**src/rtl/sha1x_pkg.sv**
```systemverilog
package sha1x_pkg;
    localparam int WORD_W       = 32;
    localparam int LANES        = 4;
    localparam int IN_WORDS     = 16;
    localparam int HIST_WORDS   = 32;
    localparam int TOTAL_WORDS  = 80;
    localparam int NUM_GROUPS   = TOTAL_WORDS / LANES;
    localparam int GROUPS_PER_K = 20 / LANES;
    localparam int GRP_W        = $clog2(NUM_GROUPS);
    localparam int SEED_GROUPS  = IN_WORDS / LANES;
    localparam int LONG_GROUP   = HIST_WORDS / LANES;

    typedef logic [WORD_W-1:0] word_t;
    typedef enum logic {ST_IDLE, ST_EMIT} sched_state_e;

    function automatic word_t rotl(input word_t x, input int n);
        return (x << n) | (x >> (WORD_W - n));
    endfunction

    function automatic word_t round_const(input logic [GRP_W-1:0] grp);
        int unsigned band;
        band = int'(grp) / GROUPS_PER_K;
        unique case (band)
            0:       return 32'h5A827999;
            1:       return 32'h6ED9EBA1;
            2:       return 32'h8F1BBCDC;
            default: return 32'hCA62C1D6;
        endcase
    endfunction
endpackage

```
**src/rtl/sched_bswap.sv**
```systemverilog
module sched_bswap
    import sha1x_pkg::*;
#(
    parameter int N_WORDS = IN_WORDS
) (
    input  logic [N_WORDS*WORD_W-1:0] raw,
    output logic [N_WORDS*WORD_W-1:0] swapped
);
    localparam int BYTES = WORD_W / 8;

    for (genvar w = 0; w < N_WORDS; w++) begin : g_word
        for (genvar b = 0; b < BYTES; b++) begin : g_byte
            assign swapped[w*WORD_W + (BYTES-1-b)*8 +: 8] = raw[w*WORD_W + b*8 +: 8];
        end
    end
endmodule

```
**src/rtl/sched_wordgen.sv**
```systemverilog
module sched_wordgen
    import sha1x_pkg::*;
(
    input  logic [HIST_WORDS*WORD_W-1:0] win,
    input  logic                         use_long,
    output logic [LANES*WORD_W-1:0]      grp
);
    // win word k holds W(t-32+k); age d maps to word HIST_WORDS-d
    word_t part  [LANES];
    word_t longw [LANES];

    for (genvar j = 0; j < LANES; j++) begin : g_lane
        localparam int D3 = 3 - j;
        if (D3 > 0) begin : g_known
            assign part[j] = win[(HIST_WORDS-D3)*WORD_W +: WORD_W]
                           ^ win[(HIST_WORDS-8+j)*WORD_W +: WORD_W]
                           ^ win[(HIST_WORDS-14+j)*WORD_W +: WORD_W]
                           ^ win[(HIST_WORDS-16+j)*WORD_W +: WORD_W];
        end else begin : g_zero_fill
            assign part[j] = win[(HIST_WORDS-8+j)*WORD_W +: WORD_W]
                           ^ win[(HIST_WORDS-14+j)*WORD_W +: WORD_W]
                           ^ win[(HIST_WORDS-16+j)*WORD_W +: WORD_W];
        end

        assign longw[j] = rotl(win[(HIST_WORDS-6+j)*WORD_W +: WORD_W]
                             ^ win[(HIST_WORDS-16+j)*WORD_W +: WORD_W]
                             ^ win[(HIST_WORDS-28+j)*WORD_W +: WORD_W]
                             ^ win[j*WORD_W +: WORD_W], 2);

        if (D3 > 0) begin : g_plain
            assign grp[j*WORD_W +: WORD_W] = use_long ? longw[j] : rotl(part[j], 1);
        end else begin : g_fixup
            assign grp[j*WORD_W +: WORD_W] = use_long ? longw[j]
                                           : (rotl(part[j], 1) ^ rotl(part[0], 2));
        end
    end
endmodule

```
**src/rtl/sched_kadd.sv**
```systemverilog
module sched_kadd
    import sha1x_pkg::*;
(
    input  logic [LANES*WORD_W-1:0] words,
    input  logic [GRP_W-1:0]        grp_idx,
    output logic [LANES*WORD_W-1:0] sums
);
    word_t kval;
    assign kval = round_const(grp_idx);

    for (genvar j = 0; j < LANES; j++) begin : g_add
        assign sums[j*WORD_W +: WORD_W] = words[j*WORD_W +: WORD_W] + kval;
    end
endmodule

```
**src/rtl/sha1x_sched.sv**
```systemverilog
module sha1x_sched
    import sha1x_pkg::*;
(
    input  logic                         clk,
    input  logic                         rst_n,
    input  logic                         in_valid,
    output logic                         in_ready,
    input  logic [IN_WORDS*WORD_W-1:0]   in_block,
    output logic                         out_valid,
    input  logic                         out_ready,
    output logic [LANES*WORD_W-1:0]      out_data,
    output logic                         out_last
);
    localparam int GRP_BITS  = LANES * WORD_W;
    localparam int HIST_BITS = HIST_WORDS * WORD_W;
    localparam int SEED_BITS = (IN_WORDS - LANES) * WORD_W;
    localparam logic [GRP_W-1:0] LAST_GRP = GRP_W'(NUM_GROUPS - 1);

    sched_state_e           state_q, state_d;
    logic [GRP_W-1:0]       grp_q;
    logic [GRP_BITS-1:0]    cur_q;
    logic [SEED_BITS-1:0]   seed_q;
    logic [HIST_BITS-1:0]   hist_q;

    logic [IN_WORDS*WORD_W-1:0] swapped;
    logic [HIST_BITS-1:0]       win_next;
    logic [GRP_BITS-1:0]        gen_grp;
    logic [GRP_W-1:0]           grp_inc;
    logic                       accept, handoff, use_long;

    sched_bswap #(.N_WORDS(IN_WORDS)) u_bswap (
        .raw     (in_block),
        .swapped (swapped)
    );

    assign win_next = {cur_q, hist_q[HIST_BITS-1:GRP_BITS]};
    assign grp_inc  = grp_q + 1'b1;
    assign use_long = int'(grp_inc) >= LONG_GROUP;

    sched_wordgen u_gen (
        .win      (win_next),
        .use_long (use_long),
        .grp      (gen_grp)
    );

    sched_kadd u_kadd (
        .words   (cur_q),
        .grp_idx (grp_q),
        .sums    (out_data)
    );

    assign accept  = in_valid && in_ready;
    assign handoff = out_valid && out_ready;

    // next-state logic
    always_comb begin
        state_d = state_q;
        unique case (state_q)
            ST_IDLE: if (in_valid) state_d = ST_EMIT;
            ST_EMIT: if (out_ready && grp_q == LAST_GRP) state_d = ST_IDLE;
            default: state_d = ST_IDLE;
        endcase
    end

    // state register
    always_ff @(posedge clk or negedge rst_n) begin
        if (!rst_n) begin
            state_q <= ST_IDLE;
            grp_q   <= '0;
        end else begin
            state_q <= state_d;
            if (accept)
                grp_q <= '0;
            else if (handoff && grp_q != LAST_GRP)
                grp_q <= grp_inc;
        end
    end

    // datapath registers
    always_ff @(posedge clk) begin
        if (accept) begin
            cur_q  <= swapped[GRP_BITS-1:0];
            seed_q <= swapped[IN_WORDS*WORD_W-1:GRP_BITS];
            hist_q <= '0;
        end else if (handoff && grp_q != LAST_GRP) begin
            hist_q <= win_next;
            cur_q  <= (int'(grp_inc) < SEED_GROUPS) ? seed_q[GRP_BITS-1:0] : gen_grp;
            seed_q <= {{GRP_BITS{1'b0}}, seed_q[SEED_BITS-1:GRP_BITS]};
        end
    end

    // outputs
    always_comb begin
        in_ready  = (state_q == ST_IDLE);
        out_valid = (state_q == ST_EMIT);
        out_last  = (state_q == ST_EMIT) && (grp_q == LAST_GRP);
    end
endmodule

```
**config.mk**
```make
export PLATFORM = sky130hd
export DESIGN_NAME = sha1x_sched
export DESIGN_NICKNAME = d
export VERILOG_FILES = /design/src/rtl/sha1x_pkg.sv /design/src/rtl/sched_bswap.sv /design/src/rtl/sched_wordgen.sv /design/src/rtl/sched_kadd.sv /design/src/rtl/sha1x_sched.sv
export SDC_FILE = /design/constraint.sdc
export NUM_CORES = 2
export LEC_CHECK = 0
export CAP_MARGIN = 20
export CORE_MARGIN = 1
export CORE_UTILIZATION = 51
export CTS_CLUSTER_DIAMETER = 80
export CTS_CLUSTER_SIZE = 30
export DETAILED_ROUTE_END_ITERATION = 16
export GPL_TIMING_DRIVEN = 0
export PLACE_DENSITY = 0.69
export SETUP_SLACK_MARGIN = 0.1
export SYNTH_ARGS = -nofsm -noshare
export SYNTH_HDL_FRONTEND = slang
export SYNTH_SLANG_ARGS = --single-unit
```
**constraint.sdc**
```tcl
create_clock -name clk -period 26.3 [get_ports clk]
set_input_delay 5.26 -clock clk [delete_from_list [all_inputs] [get_ports clk]]
set_output_delay 5.26 -clock clk [all_outputs]
set_load 0.005 [all_outputs]
```
# Yosys cells after proc, flatten, opt, wreduce, memory -nomap -nowiden
# Cells that the tools add are included.
[totals] reg_bits=1542 input_bits=516 output_inout_bits=131 elab_cells=73
[op_classes] add_sub_neg=5 n_div=1 order_cmp=2 eq_ne=4 n_mux=15 bitwise_logic=34 n_reduce_logical=7
[op_table] operator="$mux W384" count=2
[op_table] operator="$xor A32 B32 Y32" count=24
[op_table] operator="$mux W128" count=3
[op_table] operator="$or A32 B2 Y32" count=5
[op_table] operator="$add A32 B32 Y32" count=4
[op_table] operator="$mux W32" count=4
[op_table] operator="$or A32 B1 Y32" count=4
[op_table] operator="$pmux W32 S3" count=1
[op_table] operator="$div A6 B4 Y32 const B" count=1
[op_table] operator="$eq A32 B1 Y1 const B" count=1
[op_table] operator="$eq A32 B2 Y1 const B" count=1
[op_table] operator="$logic_not A32 Y1" count=1
[op_table] operator="$mux W5" count=2
[op_table] operator="$add A5 B1 Y5 const B" count=1
[op_table] operator="$eq A5 B5 Y1 const B" count=1
[op_table] operator="$ge A5 B4 Y1 const B" count=1
[op_table] operator="$logic_and A1 B1 Y1" count=5
[op_table] operator="$lt A5 B3 Y1 const B" count=1
[op_table] operator="$ne A5 B5 Y1 const B" count=1
[op_table] operator="$mux W1" count=2
[op_table] operator="$pmux W1 S2" count=1
[op_table] operator="$reduce_bool A2 Y1" count=1
[op_table] operator="$not A1 Y1" count=1

# Logic depth before layout (Yosys ltp)
[depth] depth_word=9 mapped_depth=27 mapped_depth_nobuf=25

# Hierarchy
# From an unflattened synthesis, not the netlist that was laid out.
[unflattened] cells_unflattened=8759 hier_area_um2=75479.9
[modules_own_cells] module="sha1x_sched" n_inst=1 cells_each=6461 area_per_inst_um2=56315.3 seq_area_each_um2=33462.1
[modules_own_cells] module="sched_wordgen" n_inst=1 cells_each=878 area_per_inst_um2=8733.4 seq_area_each_um2=0.0
[modules_own_cells] module="sched_kadd" n_inst=1 cells_each=908 area_per_inst_um2=6587.6 seq_area_each_um2=0.0
[modules_own_cells] module="sched_bswap" n_inst=1 cells_each=512 area_per_inst_um2=3843.7 seq_area_each_um2=0.0

# Worst setup path before layout
# No wires, ideal clock.
[synth_path] kind="input -> register" from="input in_valid" to="register grp_q[1]" setup_time_ns=0.590 t_arrival_ns=15.941 required_ns=25.710 slack_ns=9.769 stages=5 n_path_buf=1 cell_sequence="nand2_1 clkbuf_1 a21o_1 inv_1 o21ai_0"
[synth_via] elab_chain_cells=2 word_cells_on_any_way=3 classes_between="1 x mux; 2 x reduce/logical"
[synth_lines] item="from (decl)" line="sha1x_sched.sv:6" text="input logic in_valid,"
[synth_lines] item="$logic_and A1 B1 Y1 (*)" line="sha1x_sched.sv:52" text="assign accept = in_valid && in_ready;"
[synth_lines] item="$mux W5 / $reduce_bool A2 Y1 (equally long branches)"
[synth_lines] item="to (signal assigned)" line="sha1x_sched.sv:75" text="grp_q <= grp_inc;"
[synth_lines] item="to (decl)" line="sha1x_sched.sv:20" text="logic [GRP_W-1:0] grp_q;"
# Every way passes the cells marked *; elsewhere a longest branch is shown, timed or not.
# A chain may end at the register's enable or synchronous reset.

# Final worst setup path
[layout_path] from="register grp_q[3]" to="output out_data[61]"
[layout_via] elab_chain_cells=4 word_cells_on_any_way=6 classes_between="1 x add/sub; 1 x div; 2 x eq/ne; 1 x mux; 1 x reduce/logical"
[layout_lines] item="$div A6 B4 Y32 (*)" line="sha1x_pkg.sv:22" text="band = int'(grp) / GROUPS_PER_K;"
[layout_lines] item="$eq A32 B2 Y1, or another cell as far along" line="sha1x_pkg.sv:23" text="unique case (band)"
[layout_lines] item="$pmux W32 S3 (*)" line="sha1x_pkg.sv:23"
[layout_lines] item="$add A32 B32 Y32 (*)" line="sched_kadd.sv:12" text="assign sums[j*WORD_W +: WORD_W] = words[j*WORD_W +: WORD_W] + kval;"
[layout_lines] item="to (decl)" line="sha1x_sched.sv:11" text="output logic [LANES*WORD_W-1:0] out_data,"
# Marked as above.

==> run summary <==
The floorplan has 132 rows. Of the total power, the share spent switching nets is 45.9%. The run gives 5.87 mW as the internal cell power. The logs give 132,000 µm² for the total die area and 647 for the number of top-level design ports. The startpoint identified for the worst hold timing path is hist_q[502]$_SDFFE_PP0P_. Across all hold checks on the routed design, the worst slack comes to 0.435 ns. The via-per-instance ratio came out at 5.82.

The number of setup buffers added after CTS is 0. For the overall via count from detail_route, the log shows 60.0k. The first detailed-routing pass ran for 6 iterations.

The average wire per standard cell was 29.4 µm. STA classifies the critical path startpoint as a flop. The run finished with clean final reports. In this run, post-CTS hold repair placed 0 buffers. The run gives 10.8 mW as the overall power after layout.

Post-route clock period utilization: 59.7%. The run gives 55.2k as the via count of the first global-routing pass. Setup repair after global routing left no endpoint under its margin.

The run gives 0 as the max-cap check violation count. Power spread over the standard cell area amounts to 139 nW/µm². After synthesis, the mean cell area works out to 8.57 µm². In this run, the combinational gates consume 52.6% of the power.

The run gives 3 as the number of levels the H-tree was split into. The unique cell type count in the Yosys netlist was 80. After detailed routing, the number of remaining DRC violations is 0. The worst setup path is captured at an output port. The run gives 21.02 ns as the setup slack of the most critical reg-to-reg path. The synthesized design spends more area on one cell type than any other, namely dfxtp_1. In this run the critical register-to-register path is launched from grp_q[1]$_DFFE_PN0P_. The count of nets left with antenna violations once routing finished came out at 0. The final HPWL from detailed placement was 245 mm; the total global-route track usage was 45.0%.

The core region is 129,000 µm². Cells with a size suffix above 1 make up 2.50% of the layout. The dominant synthesized flop cell was dfxtp_1. The number of enable-type register cells in the synthesized netlist came out at 512. The placement-stage cell area is 75,700 µm², and the cell depth of the worst min-delay path is 2. The slack of the critical path is 10.59 ns. The worst-case IR drop observed on VDD is 0.122 mV.

For the placer congestion estimate, the log shows 1.07. Terminating pin of the worst hold path: hist_q[374]$_SDFFE_PP0P_. Based on the critical path, the design can be clocked at up to 63.7 MHz. Cell at the root of the clock tree: clkbuf_16. Count of non-filler cells in the finished layout: 10.3k. The growth of design area from synthesis to finish was 17.7%. The tools report the number of buffers between clock root and the deepest sink as 3.

Together, buffers and inverters on the worst path number 7. TritonCTS built the clock tree. Violation count after the first detailed-routing iteration: 8,441. The logs give 0 for the setup violation total in the final timing report and 10.45 ns for the critical path data arrival time.

During synthesis, Yosys emitted a total of 0 warnings. The post-synthesis async set-or-reset flop share came out at 0.424%. Initial antenna violation count: 30. The worst setup slack before clock tree synthesis is 11.55 ns. On the critical path, the stage with the largest delay is an instance of inv_1.

For the pin with the worst max-slew slack, the measured transition is 1.32 ns. By startpoint and endpoint, the worst setup path is classified as flop to output port. The synthesized area is 66,400 µm². The time the worst path needs with I/O delays and setup is 15.71 ns. The clock net in this run drives a total of 1,414 sinks. In this run, flip-flops and latches consume 34.8% of the power.

The logs give 0 for the final number of hold-violating endpoints and 68 for the clock buffer count from CTS. Sorting the synthesized cells by area gives the leading types as dfxtp_1, edfxtp_1, nand2_1. Sequential elements use 50.4% of the synthesized area. Net count after synthesis: 8,365.

The run gives 51.3% as the initial core utilization. The capture point of the worst reg-to-reg path was cur_q[18]$_DFFE_PP_. Along the worst path, the maximum fanout reaches 13.

Measured in cells, the most critical reg-to-reg path has a length of 11. Counting the fill cells in the layout gives 11.6k. For this design the total switching power over the nets is 4.97 mW.

The tools report the count of pins over their slew limit as 0. The number of nets at the end of the flow was 9,126. In this design, the stage delay of the slowest critical-path cell is 0.96 ns. The finished cells cover 78,100 µm². Number of register bits inferred by synthesis: 1,414. Clock skew on the completed layout was measured at 0.0391 ns. From left edge to right edge, the die measures 363 µm. Of the post-synthesis cell area, the dominant cell type holds 27.0%.

The clock network burns 12.6% of the power. The first global-routing pass estimated 412 mm of wire. The leakage component of the power is 29.9 nW, and the port buffer count is 646.

In this run, post-CTS repair resized a total of 0 instances. The clock slew seen by the registers of the worst setup and hold paths works out to 0.12 ns. Entering global routing, the biggest net connects 131 pins. In this design, the largest share of critical-path delay is due to buffers and inverters.

The tools report the sum of negative setup slack as 0 ns. The run gives 60.4% as the utilization after layout. STA puts the critical path data required time at 21.04 ns.

The clock reaches the later pin of the worst-skew pair after 0.71 ns. The tools report the routed wire length as 303 mm. The class of the worst hold path is flop to flop. In this run, placement finished with an instance count of 10.2k. Synthesis produced a netlist whose cell count is 7,747.

Max-slew headroom at the worst pin: 11.9%. For this run the aggregate overflow at the end of global routing stands at 0. The die is 363 µm tall.
sequential cells by signal, summed over array words and instances (netlist names):
| register | count |
|---|---|
| cur_q | 128 |
| grp_q | 5 |
| seed_q | 384 |
| out_valid | 1 |
| hist_q | 896 |
routing by layer:
metal	routed length (µm)	vias to the layer above	global-route usage (%)
met5	67	-	0
met4	23100	10	29.8
met3	39600	647	12.9
met2	126000	3747	65.6
met1	114000	28685	57.9
li1	-	26934	-
cell type report:
class / count / area (µm²) / area share (%)
Clock inverter: 39 / 489 / 0.626
Tap cell: 1742 / 2180 / 2.79
Multi-Input combinational cell: 5730 / 30700 / 39.2
Sequential cell: 1414 / 33500 / 42.8
Timing Repair Buffer: 691 / 7140 / 9.13
Antenna cell: 16 / 40.0 / 0.0512
Inverter: 54 / 213 / 0.272
Clock buffer: 87 / 1840 / 2.35
Buffer: 549 / 2110 / 2.70
power groups by stage:
stage	clock (mW)	combinational [mW]	sequential, mW
after global placement	0	5.36	3.76
after detailed placement	0	5.49	3.74
final	1.36	5.71	3.77
after global routing	1.43	5.96	3.76
after CTS	1.35	5.53	3.69
after floorplan	0	3.07	3.25
tightest hold or removal path: cells and delay by family (launching register included):
family	cells	cell delay, ns
flip-flops	1	0.32
AND/OR/NAND/NOR	1	0.05
AO/OA/AOI/OAI	1	0.05
cells in the mapped netlist (50+ instances only):
| library cell | number |
|---|---|
| ha_1 | 98 |
| edfxtp_1 | 512 |
| a21o_1 | 56 |
| nand2_1 | 2794 |
| dfxtp_1 | 896 |
| o21ai_0 | 174 |
| clkbuf_1 | 520 |
| inv_1 | 52 |
| xor2_1 | 182 |
| and2_1 | 142 |
| a21oi_1 | 1040 |
| o221ai_1 | 50 |
| a211oi_1 | 63 |
| nor2_1 | 134 |
| xnor2_1 | 718 |
cell usage in the layout (no fill, tap or decap), types with 22 or more instances in the layout:
master	n
nand2_1	2794
a21oi_1	1039
dfxtp_1	896
xnor2_1	718
clkdlybuf4s50_1	646
clkbuf_1	519
edfxtp_1	512
xor2_1	182
o21ai_0	174
and2_1	142
nor2_1	134
ha_1	98
clkbuf_16	70
a211oi_1	63
a21o_1	56
inv_1	51
o221ai_1	50
buf_8	25
mux2i_1	23
nand3_1	22
how the worst max path moves through the flow:
stage,from,end,slack (ns),cells after the start
floorplan,in_valid,grp_q[1]$_DFFE_PN0P_,9.77,5
global placement,in_valid,seed_q[329]$_SDFFCE_PN0P_,3.49,5
detailed placement,grp_q[3]$_DFFE_PN0P_,out_data[61],11.55,25
CTS,grp_q[3]$_DFFE_PN0P_,out_data[61],10.79,25
global route,grp_q[3]$_DFFE_PN0P_,out_data[93],10.35,26
finish,grp_q[3]$_DFFE_PN0P_,out_data[61],10.59,25
cell families after synthesis:
group,synth area share (%)
AO/OA/AOI/OAI,12.8
multiplexers,0.347
buffers and inverters,3.46
AND/OR/NAND/NOR,18.8
XOR/XNOR,11.9
flip-flops,50.4
adder cells (fa/ha/maj),2.31
Power figures use the tool's default switching activity.
